--- src/rtl/otp_bank_pkg.sv ---
package otp_bank_pkg;
  localparam int OFS_CTRL      = 8'h00;
  localparam int OFS_SET       = 8'h04;
  localparam int OFS_CLR       = 8'h08;
  localparam int OFS_TIME      = 8'h10;
  localparam int OFS_DATA0     = 8'h20;
  localparam int OFS_DATA_STEP = 8'h10;
  localparam int BANK_W        = 7;
  localparam int POS_BUSY      = 8;
  localparam int POS_ERR       = 9;
  localparam int KEY_LSB       = 16;
  localparam int KEY_W         = 16;
endpackage

--- src/rtl/otp_prog_seq.sv ---
module otp_prog_seq #(
  parameter int TIME_W = 8
) (
  input  logic              clk,
  input  logic              rst_n,
  input  logic              start,
  input  logic [TIME_W-1:0] cycles,
  output logic              busy,
  output logic              done
);
  logic [TIME_W-1:0] cnt_q, cnt_d;
  logic              busy_q, busy_d;
  logic              seq_en;

  assign done   = busy_q && (cnt_q == TIME_W'(1));
  assign busy   = busy_q;
  assign seq_en = start | busy_q;

  always_comb begin
    cnt_d  = cnt_q;
    busy_d = busy_q;
    if (start) begin
      cnt_d  = (cycles == '0) ? TIME_W'(1) : cycles;
      busy_d = 1'b1;
    end else if (busy_q) begin
      cnt_d  = cnt_q - TIME_W'(1);
      busy_d = ~done;
    end
  end

  always_ff @(posedge clk or negedge rst_n) begin
    if (!rst_n) begin
      cnt_q  <= '0;
      busy_q <= 1'b0;
    end else if (seq_en) begin
      cnt_q  <= cnt_d;
      busy_q <= busy_d;
    end
  end
endmodule

--- src/rtl/otp_fuse_array.sv ---
module otp_fuse_array #(
  parameter int NUM_BANKS = 16,
  parameter int WORDS     = 4,
  parameter int DATA_W    = 32,
  parameter int BANK_W    = 7,
  parameter int FUSE_AW   = $clog2(NUM_BANKS*WORDS)
) (
  input  logic                    clk,
  input  logic                    rst_n,
  input  logic                    burn,
  input  logic [BANK_W-1:0]       bank,
  input  logic [WORDS*DATA_W-1:0] burn_data,
  input  logic [FUSE_AW-1:0]      raddr,
  output logic [DATA_W-1:0]       rdata
);
  localparam int DEPTH = NUM_BANKS * WORDS;

  logic [DATA_W-1:0] fuse_q [DEPTH];

  for (genvar w = 0; w < DEPTH; w++) begin : g_word
    localparam int WB = w / WORDS;
    localparam int WJ = w % WORDS;
    logic word_en;
    assign word_en = burn && (bank == BANK_W'(WB));
    always_ff @(posedge clk or negedge rst_n) begin
      if (!rst_n) begin
        fuse_q[w] <= '0;
      end else if (word_en) begin
        fuse_q[w] <= fuse_q[w] | burn_data[WJ*DATA_W +: DATA_W];
      end
    end
  end

  assign rdata = (32'(raddr) < 32'(DEPTH)) ? fuse_q[raddr] : '0;
endmodule

--- src/rtl/otp_bank_prog.sv ---
module otp_bank_prog
  import otp_bank_pkg::*;
#(
  parameter int              NUM_BANKS  = 16,
  parameter int              WORDS      = 4,
  parameter int              DATA_W     = 32,
  parameter int              TIME_W     = 8,
  parameter int              TIME_RESET = 4,
  parameter logic [KEY_W-1:0] UNLOCK_KEY = 16'h3E77,
  parameter int              FUSE_AW    = $clog2(NUM_BANKS*WORDS)
) (
  input  logic               clk,
  input  logic               rst_n,
  input  logic               bus_wr,
  input  logic [7:0]         bus_addr,
  input  logic [DATA_W-1:0]  bus_wdata,
  output logic [DATA_W-1:0]  bus_rdata,
  input  logic [FUSE_AW-1:0] fuse_raddr,
  output logic [DATA_W-1:0]  fuse_rdata
);
  localparam int STAGE_W = WORDS * DATA_W;

  // reset synchroniser: asynchronous assert, synchronous release
  logic rst_meta, rst_sync_n;
  always_ff @(posedge clk or negedge rst_n) begin
    if (!rst_n) begin
      rst_meta   <= 1'b0;
      rst_sync_n <= 1'b0;
    end else begin
      rst_meta   <= 1'b1;
      rst_sync_n <= rst_meta;
    end
  end

  logic [BANK_W-1:0]  bank_q, bank_d;
  logic [KEY_W-1:0]   key_q, key_d;
  logic               err_q, err_d;
  logic [TIME_W-1:0]  time_q, time_d;
  logic [STAGE_W-1:0] stage_q, stage_d;
  logic               prog_busy, prog_done;
  logic               wr_ok, key_ok, bank_ok, start, reject, upd_en;
  logic               hit_ctrl, hit_set, hit_clr, hit_time;
  logic [WORDS-1:0]   hit_data;
  logic [DATA_W-1:0]  ctrl_rd;

  assign hit_ctrl = (bus_addr == 8'(OFS_CTRL));
  assign hit_set  = (bus_addr == 8'(OFS_SET));
  assign hit_clr  = (bus_addr == 8'(OFS_CLR));
  assign hit_time = (bus_addr == 8'(OFS_TIME));
  for (genvar j = 0; j < WORDS; j++) begin : g_dec
    assign hit_data[j] = (bus_addr == 8'(OFS_DATA0 + OFS_DATA_STEP*j));
  end

  assign wr_ok   = bus_wr & ~prog_busy;
  assign key_ok  = (key_q == UNLOCK_KEY);
  assign bank_ok = (32'(bank_q) < 32'(NUM_BANKS));
  assign start   = wr_ok & hit_data[0] & key_ok & bank_ok;
  assign reject  = wr_ok & hit_data[0] & ~(key_ok & bank_ok);
  assign upd_en  = wr_ok | prog_done;

  always_comb begin
    bank_d  = bank_q;
    key_d   = key_q;
    err_d   = err_q;
    time_d  = time_q;
    stage_d = stage_q;
    if (wr_ok) begin
      if (hit_ctrl) begin
        bank_d = bus_wdata[BANK_W-1:0];
        key_d  = bus_wdata[KEY_LSB +: KEY_W];
      end
      if (hit_set) begin
        bank_d = bank_q | bus_wdata[BANK_W-1:0];
        key_d  = key_q | bus_wdata[KEY_LSB +: KEY_W];
      end
      if (hit_clr) begin
        bank_d = bank_q & ~bus_wdata[BANK_W-1:0];
        key_d  = key_q & ~bus_wdata[KEY_LSB +: KEY_W];
        err_d  = err_q & ~bus_wdata[POS_ERR];
      end
      if (hit_time) time_d = bus_wdata[TIME_W-1:0];
      for (int j = 1; j < WORDS; j++) begin
        if (hit_data[j]) stage_d[j*DATA_W +: DATA_W] = bus_wdata;
      end
      if (start) stage_d[DATA_W-1:0] = bus_wdata;
    end
    if (reject) err_d = 1'b1;
    if (prog_done) begin
      key_d   = '0;
      stage_d = '0;
    end
  end

  always_ff @(posedge clk or negedge rst_sync_n) begin
    if (!rst_sync_n) begin
      bank_q  <= '0;
      key_q   <= '0;
      err_q   <= 1'b0;
      time_q  <= TIME_W'(TIME_RESET);
      stage_q <= '0;
    end else if (upd_en) begin
      bank_q  <= bank_d;
      key_q   <= key_d;
      err_q   <= err_d;
      time_q  <= time_d;
      stage_q <= stage_d;
    end
  end

  otp_prog_seq #(.TIME_W(TIME_W)) u_seq (
    .clk    (clk),
    .rst_n  (rst_sync_n),
    .start  (start),
    .cycles (time_q),
    .busy   (prog_busy),
    .done   (prog_done)
  );

  otp_fuse_array #(
    .NUM_BANKS (NUM_BANKS),
    .WORDS     (WORDS),
    .DATA_W    (DATA_W),
    .BANK_W    (BANK_W),
    .FUSE_AW   (FUSE_AW)
  ) u_fuse (
    .clk       (clk),
    .rst_n     (rst_sync_n),
    .burn      (prog_done),
    .bank      (bank_q),
    .burn_data (stage_q),
    .raddr     (fuse_raddr),
    .rdata     (fuse_rdata)
  );

  always_comb begin
    ctrl_rd = '0;
    ctrl_rd[BANK_W-1:0]          = bank_q;
    ctrl_rd[POS_BUSY]            = prog_busy;
    ctrl_rd[POS_ERR]             = err_q;
    ctrl_rd[KEY_LSB +: KEY_W]    = key_q;
  end

  always_comb begin
    bus_rdata = '0;
    if (hit_ctrl || hit_set || hit_clr) bus_rdata = ctrl_rd;
    if (hit_time) bus_rdata = DATA_W'(time_q);
    for (int j = 0; j < WORDS; j++) begin
      if (hit_data[j]) bus_rdata = stage_q[j*DATA_W +: DATA_W];
    end
  end
endmodule

--- config.mk ---
export PLATFORM = sky130hd
export DESIGN_NAME = otp_bank_prog
export DESIGN_NICKNAME = d
export VERILOG_FILES = /design/src/rtl/otp_bank_pkg.sv /design/src/rtl/otp_prog_seq.sv /design/src/rtl/otp_fuse_array.sv /design/src/rtl/otp_bank_prog.sv
export SDC_FILE = /design/constraint.sdc
export NUM_CORES = 2
export LEC_CHECK = 0
export BUFFER_PORTS_ARGS = -buffer_cell sky130_fd_sc_hd__buf_4
export CAP_MARGIN = 20
export CORE_ASPECT_RATIO = 0.7
export CORE_MARGIN = 2
export CORE_UTILIZATION = 30
export DETAILED_ROUTE_END_ITERATION = 12
export PLACE_DENSITY = 0.42
export SLEW_MARGIN = 20
export SYNTH_ARGS = -nofsm -noshare
export SYNTH_HDL_FRONTEND = slang
export SYNTH_SLANG_ARGS = --single-unit
--- constraint.sdc ---
create_clock -name clk -period 78.9 [get_ports clk]
set_clock_uncertainty 0.05 [all_clocks]
set_input_delay 23.67 -clock clk [delete_from_list [all_inputs] [get_ports clk]]
set_output_delay 23.67 -clock clk [all_outputs]
set_load 0.01 [all_outputs]
Word level (Yosys, flattened, before mapping)
Index checks and enable logic that the tools add are counted.

Bits in registers: 2219. Output and inout port bits: 64. Word-level logic and storage cells: 259. Bits of input ports: 49.

Bitwise gates (word level): 84. Equal/unequal tests: 24. Add/subtract/negate cells: 1. Reduce and logical (&&, ||, !) cells: 41. Magnitude comparators: 2. Multiplexer cells: 31.

Operators by type and width (count): $or A32 B32 Y32 (64); $mux W32 (12); $mux W128 (2); $bmux W32 S6 (1); $mux W16 (5); $eq A7 B4 Y1 const B (8); $eq A7 B3 Y1 const B (4); $mux W8 (3); $reduce_and A3 Y1 (8); $mux W7 (3); $logic_and A1 B1 Y1 (17); $and A16 B16 Y16 (1); $eq A16 B14 Y1 const B (1); $eq A8 B6 Y1 const B (2); $eq A8 B7 Y1 const B (2); $logic_not A8 Y1 (2); $not A16 Y16 (1); $or A16 B16 Y16 (1); $reduce_bool A2 Y1 (8); $eq A7 B2 Y1 const B (2); $eq A8 B1 Y1 const B (1); $eq A8 B3 Y1 const B (1); $eq A8 B4 Y1 const B (1); $eq A8 B5 Y1 const B (1); other kinds (17) (32).

Depth between registers and ports, before layout
Word-level depth: 9. Mapped depth: 10. Gate-level depth less buffers: 7.

Cells and area by module
From an unflattened synthesis, not the netlist that was laid out.

Cell total of the unflattened synthesis: 6722. Area total of the unflattened synthesis: 93413.3 um^2.

By module, submodules not included: otp_fuse_array (cells an instance 5743, area each 84663.7 um^2, instances 1, seq. area each 51249.2 um^2); otp_bank_prog (cells an instance 920, area each 8216.6 um^2, instances 1, seq. area each 4055.1 um^2); otp_prog_seq (cells an instance 59, area each 533.0 um^2, instances 1, seq. area each 225.2 um^2).

Worst setup path before layout
Ideal clock, no wire load.

Path type: input to output. From: input fuse_raddr[0]. To: output fuse_rdata[0]. Buffers on the path: 4. Required time: 55.180 ns. Arrival: 25.485 ns. Path slack: 29.695 ns. Cell stages on the path: 8. Cell sequence: clkbuf_1 > buf_4 > buf_4 > buf_2 > mux4_2 > mux2_2 > o22ai_1 > nor3_1.

Word-level cells in the longest chain between the ends: 4.

Ends and longest elaborated chain: from (decl) (line otp_bank_prog.sv:18) `input logic [FUSE_AW-1:0] fuse_raddr,`; $not A6 Y7 (implied by the code) (line otp_fuse_array.sv:34) `assign rdata = (32'(raddr) < 32'(DEPTH)) ? fuse_q[raddr] : '0;`; $bmux W32 S6 (line otp_fuse_array.sv:34); $mux W32 (implied by the code) (2 in a row) (line otp_fuse_array.sv:34); to (decl) (line otp_bank_prog.sv:19) `output logic [DATA_W-1:0] fuse_rdata`.

No other way between the ends. The select of a mux whose other input is x is not followed.

Worst setup path after layout
From: input fuse_raddr[0]. To: output fuse_rdata[5].

Same word-level chain as after synthesis.

==> run summary <==
For the pin with the worst max-slew slack, the measured transition is 1.20 ns. The synthesis-stage register bit count works out to 2219. In the synthesized netlist the dominant register cell turns out to be sky130_fd_sc_hd__dfrtp_1.

In this run the static leakage power is 64.5 nW. For the worst setup path, the data arrival time is 28.30 ns. The number of remaining DRC errors is 0, and the CTS buffer count is 228. The kind of capture point of the worst setup path is an output pin.

The nature of the critical path startpoint was an input port. Max-cap violations in this run came to 0. The first global-routing pass estimated 445000 um of wire. The all-layer global routing usage was 19.1%.

The largest single stage delay on the critical path is 0.75 ns. The logs give 6 for the detailed-router iteration count before antenna repair and 10689 for the count of placed standard cells in the final layout, fillers left out. For this run, the top clock speed supported by timing is 19.2 MHz. The area share of the leading cell type in the synthesized netlist is 59.6%, and the wire length per cell is 28.4 um. The x dimension of the die works out to 670 um. The cell repeated most along the worst path was sky130_fd_sc_hd__buf_4. The area of the die was 315000 um2.

Setup repair after global routing left no endpoint under its margin. For the final count of negative-setup-slack endpoints, the log shows 0. Clock-pin slew was measured on the worst setup and hold paths at 0.05 ns. The share of layout cells above drive strength 1 works out to 19.4%. Traced cell by cell, the critical path runs through buf_8 > buf_4 > buf_4 > buf_4 > mux4_2 > mux2_2 > o22ai_1 > a221o_1 > nor3_1 > buf_4.

Counting every net in the synthesized netlist gives 6659. Placed wire-length estimate: 176000 um. In this run the cell area of the synthesized design comes to 93100 um2. The run gives 0 as the number of gates resized after cts. Input and output buffers added on the ports amount to 112.

The slowest stage of the critical path belongs to the cell sky130_fd_sc_hd__buf_4. Counting along the longest clock path gives a buffer depth of 4. The run gives 0.0000165 V as the worst ir drop on vdd. For the cell count after placement, the log shows 10287. The tools report the final net count as 6417. Averaged over all synthesized cells, the footprint is 14.1 um2.

The initial antenna violation count came out at 25. Dividing the detail-routed via count by the number of cells gives 5.34. The number of top-level pins was 113. Measured against its own limit, the worst slew margin works out to 19.2%.

The post-synthesis cell count is 6608. The region available for standard cell placement spans 309000 um2. The worst path needs 52.02 ns of the cycle, external delays included. The fraction of synthesis flops using an asynchronous set or reset pin was 100%. Clock latency on the worst-skew pair, taken at its later pin, is 0.88 ns.

By count the netlist is led by sky130_fd_sc_hd__dfrtp_1 (2218), sky130_fd_sc_hd__a21o_1 (2051), sky130_fd_sc_hd__mux4_2 (512). After floorplanning, the core was divided into 171 placement rows. The logs give 60108 for the via count of the first global-routing pass and 4559 for the detailed router's first-iteration violation count. The number of enable flip-flop cells after synthesis is 0, and the number of sinks on the clock net is 2219. CTS placed an instance of sky130_fd_sc_hd__clkbuf_16 at the clock tree root. Final cycle utilization of the critical path: 65.9%. Critical path required time: 55.18 ns. By instance count, the leading cell after synthesis is sky130_fd_sc_hd__dfrtp_1. The logs give 0 for the overall overflow remaining after global route and 30047 for the number of filler instances in the final layout. In this run the remaining antenna-violating nets after routing total 0. The number of failing hold endpoints at the final stage came out at 0. The congestion estimate from routability-driven global placement came to 0.778. The run gives 0 as the Yosys warning count. Ranked by total cell area, the synthesized netlist is headed by sky130_fd_sc_hd__dfrtp_1 (60%), sky130_fd_sc_hd__a21o_1 (17%), sky130_fd_sc_hd__mux4_2 (12%). The logs give 4 for the depth of the CTS H-tree and 0 for the number of hold buffers added after CTS. In this run the power density over the cells is 22.6 nW/um2. Of all nets on the critical path, the largest fanout is 70. The kind of cell with the highest combined delay on the critical path is buffers and inverters. The tools report the pin count of the biggest net entering global routing as 181.

Detailed routing inserted a total of 57079 vias. TritonCTS built the clock tree. The synthesis-to-layout area growth is 12.7%.

The number of buffers and inverters on the critical path is 5. The path class of the tightest hold or removal check is reg -> reg. The run gives 0 as the number of pins exceeding their max-slew limit in the final report. For the final routed database, the setup TNS stands at 0 ns. For this configuration, the core starts out at a cell density of 30.1%. The sequential share of the synthesized area came out at 59.7%. Number of buffers inserted by post-CTS setup repair: 0.

The critical path in this run is classified as in -> out. The tools report the final routed wirelength across all metal layers as 303000 um. The tools report the distinct cell type count of the synthesized netlist as 56. Cell type contributing the most total cell area after synthesis: sky130_fd_sc_hd__dfrtp_1. The flow ran to the end, and the final reports show no timing, DRC or antenna violations. Measured along the y axis, the die boundary spans 470 um.
==> layout make-up <==
class                   count  area, um2  share of cell area (%)
diodes                      6       15.0                  0.0143
flip-flops and latches   2219      55500                    53.0
repair buffers            249       2070                    1.98
well taps                4152       5190                    4.95
inverters                  11       41.3                  0.0394
multi-input cells        3657      34600                    33.0
clock buffers             332       6690                    6.38
clock inverters            63        748                   0.714
==> path summary, 6_finish.rpt <==
| path | slack, ns | start | end | cells past startpoint |
|---|---|---|---|---|
| worst max-delay path | 26.88 | fuse_raddr[0] | fuse_rdata[5] | 10 |
| worst min-delay path | 0.30 | rst_meta | rst_sync_n | 0 |
| worst max register to register | 73.69 | rst_sync_n | u_fuse.fuse_q[1507] | 5 |
| worst min register to register | 0.30 | rst_meta | rst_sync_n | 0 |
| max in group asynchronous | 56.14 | rst_n | rst_sync_n | 1 |
| min in group asynchronous | 0.36 | rst_sync_n | u_fuse.fuse_q[659] | 0 |
==> report_power, final <==
part | leakage [nW] | total (mW) | internal, mW | switching (mW)
Sequential | 31.0 | 1.16 | 1.14 | 0.0220
Combinational | 29.8 | 0.0991 | 0.0283 | 0.0707
Clock | 3.67 | 1.10 | 0.635 | 0.467
Total | 64.5 | 2.36 | 1.80 | 0.560
==> layer usage <==
metal	part of all wire [%]	up-vias	global-route usage, %
met5	0.014	-	0
met4	2.0	6	3.84
met3	4.6	330	2.86
li1	-	23878	-
met2	45	1240	29.4
met1	49	31625	28.5
==> through the flow <==
| step | worst slack [ns] | total power, mW | cell area, um2 | util, % | hold WS [ns] |
|---|---|---|---|---|---|
| 3_3_place_gp | 26.53 | 1.29 | 97400 | 31.5 | 0.287 |
| 5_1_grt | 26.42 | 2.46 | 105000 | 33.9 | 0.317 |
| 2_1_floorplan | 12.42 | 1.24 | 93100 | - | 0.281 |
| 6_report | 26.88 | 2.36 | 105000 | 33.9 | 0.300 |
| 3_5_place_dp | 26.55 | 1.29 | 97400 | 31.5 | 0.290 |
| 4_1_cts | 26.54 | 2.40 | 105000 | 33.9 | 0.302 |
==> registers in the layout (all words and copies together), names as in the netlist <==
name           flops
key_q             16
rst_meta           1
u_seq.busy         1
bank_q             7
u_fuse.fuse_q   2048
rst_sync_n         1
stage_q          128
err_q              1
u_seq.cnt_q        8
time_q             8
==> worst reg2reg max path: cells and delay by family (launching register included) <==
| family | cells | cell delay (ns) |
|---|---|---|
| buf+inv | 5 | 4.15 |
| flops | 1 | 0.97 |
==> kinds of logic after synthesis <==
logic type | share of synthesized area (%)
adder cells (fa/ha/maj) | 0.0269
AND/OR/NAND/NOR | 2.34
multiplexers | 14.9
other | 0.00403
AO/OA/AOI/OAI | 19.6
buffers and inverters | 3.46
flip-flops | 59.7
==> cells in the final DEF, fill, tap and decap left out, types with 9 or more instances in the layout <==
| cell type | n |
|---|---|
| sky130_fd_sc_hd__buf_4 | 232 |
| sky130_fd_sc_hd__nand3_1 | 82 |
| sky130_fd_sc_hd__nor4_1 | 22 |
| sky130_fd_sc_hd__nand2_1 | 120 |
| sky130_fd_sc_hd__or3_1 | 22 |
| sky130_fd_sc_hd__mux2_2 | 109 |
| sky130_fd_sc_hd__bufinv_16 | 16 |
| sky130_fd_sc_hd__nor2_1 | 82 |
| sky130_fd_sc_hd__o21ai_0 | 44 |
| sky130_fd_sc_hd__a211oi_1 | 21 |
| sky130_fd_sc_hd__clkbuf_16 | 231 |
| sky130_fd_sc_hd__a22oi_1 | 16 |
| sky130_fd_sc_hd__o22ai_1 | 142 |
| sky130_fd_sc_hd__nor3_1 | 14 |
| sky130_fd_sc_hd__a21oi_1 | 84 |
| sky130_fd_sc_hd__clkbuf_1 | 48 |
| sky130_fd_sc_hd__a221o_1 | 19 |
| sky130_fd_sc_hd__clkbuf_8 | 53 |
| sky130_fd_sc_hd__a2bb2oi_1 | 21 |
| sky130_fd_sc_hd__a21o_1 | 2051 |
| sky130_fd_sc_hd__nor3_2 | 10 |
| sky130_fd_sc_hd__a22o_1 | 24 |
| sky130_fd_sc_hd__clkinv_2 | 37 |
| sky130_fd_sc_hd__dfrtp_1 | 2217 |
| sky130_fd_sc_hd__buf_12 | 13 |
| sky130_fd_sc_hd__nor2_4 | 13 |
| sky130_fd_sc_hd__mux4_2 | 512 |
| sky130_fd_sc_hd__mux2i_1 | 111 |
| sky130_fd_sc_hd__inv_1 | 11 |
| sky130_fd_sc_hd__a221oi_1 | 18 |
| sky130_fd_sc_hd__o211ai_1 | 22 |
| sky130_fd_sc_hd__nor2b_1 | 25 |
| sky130_fd_sc_hd__nand3b_1 | 9 |
Power figures use the tool's default switching activity.
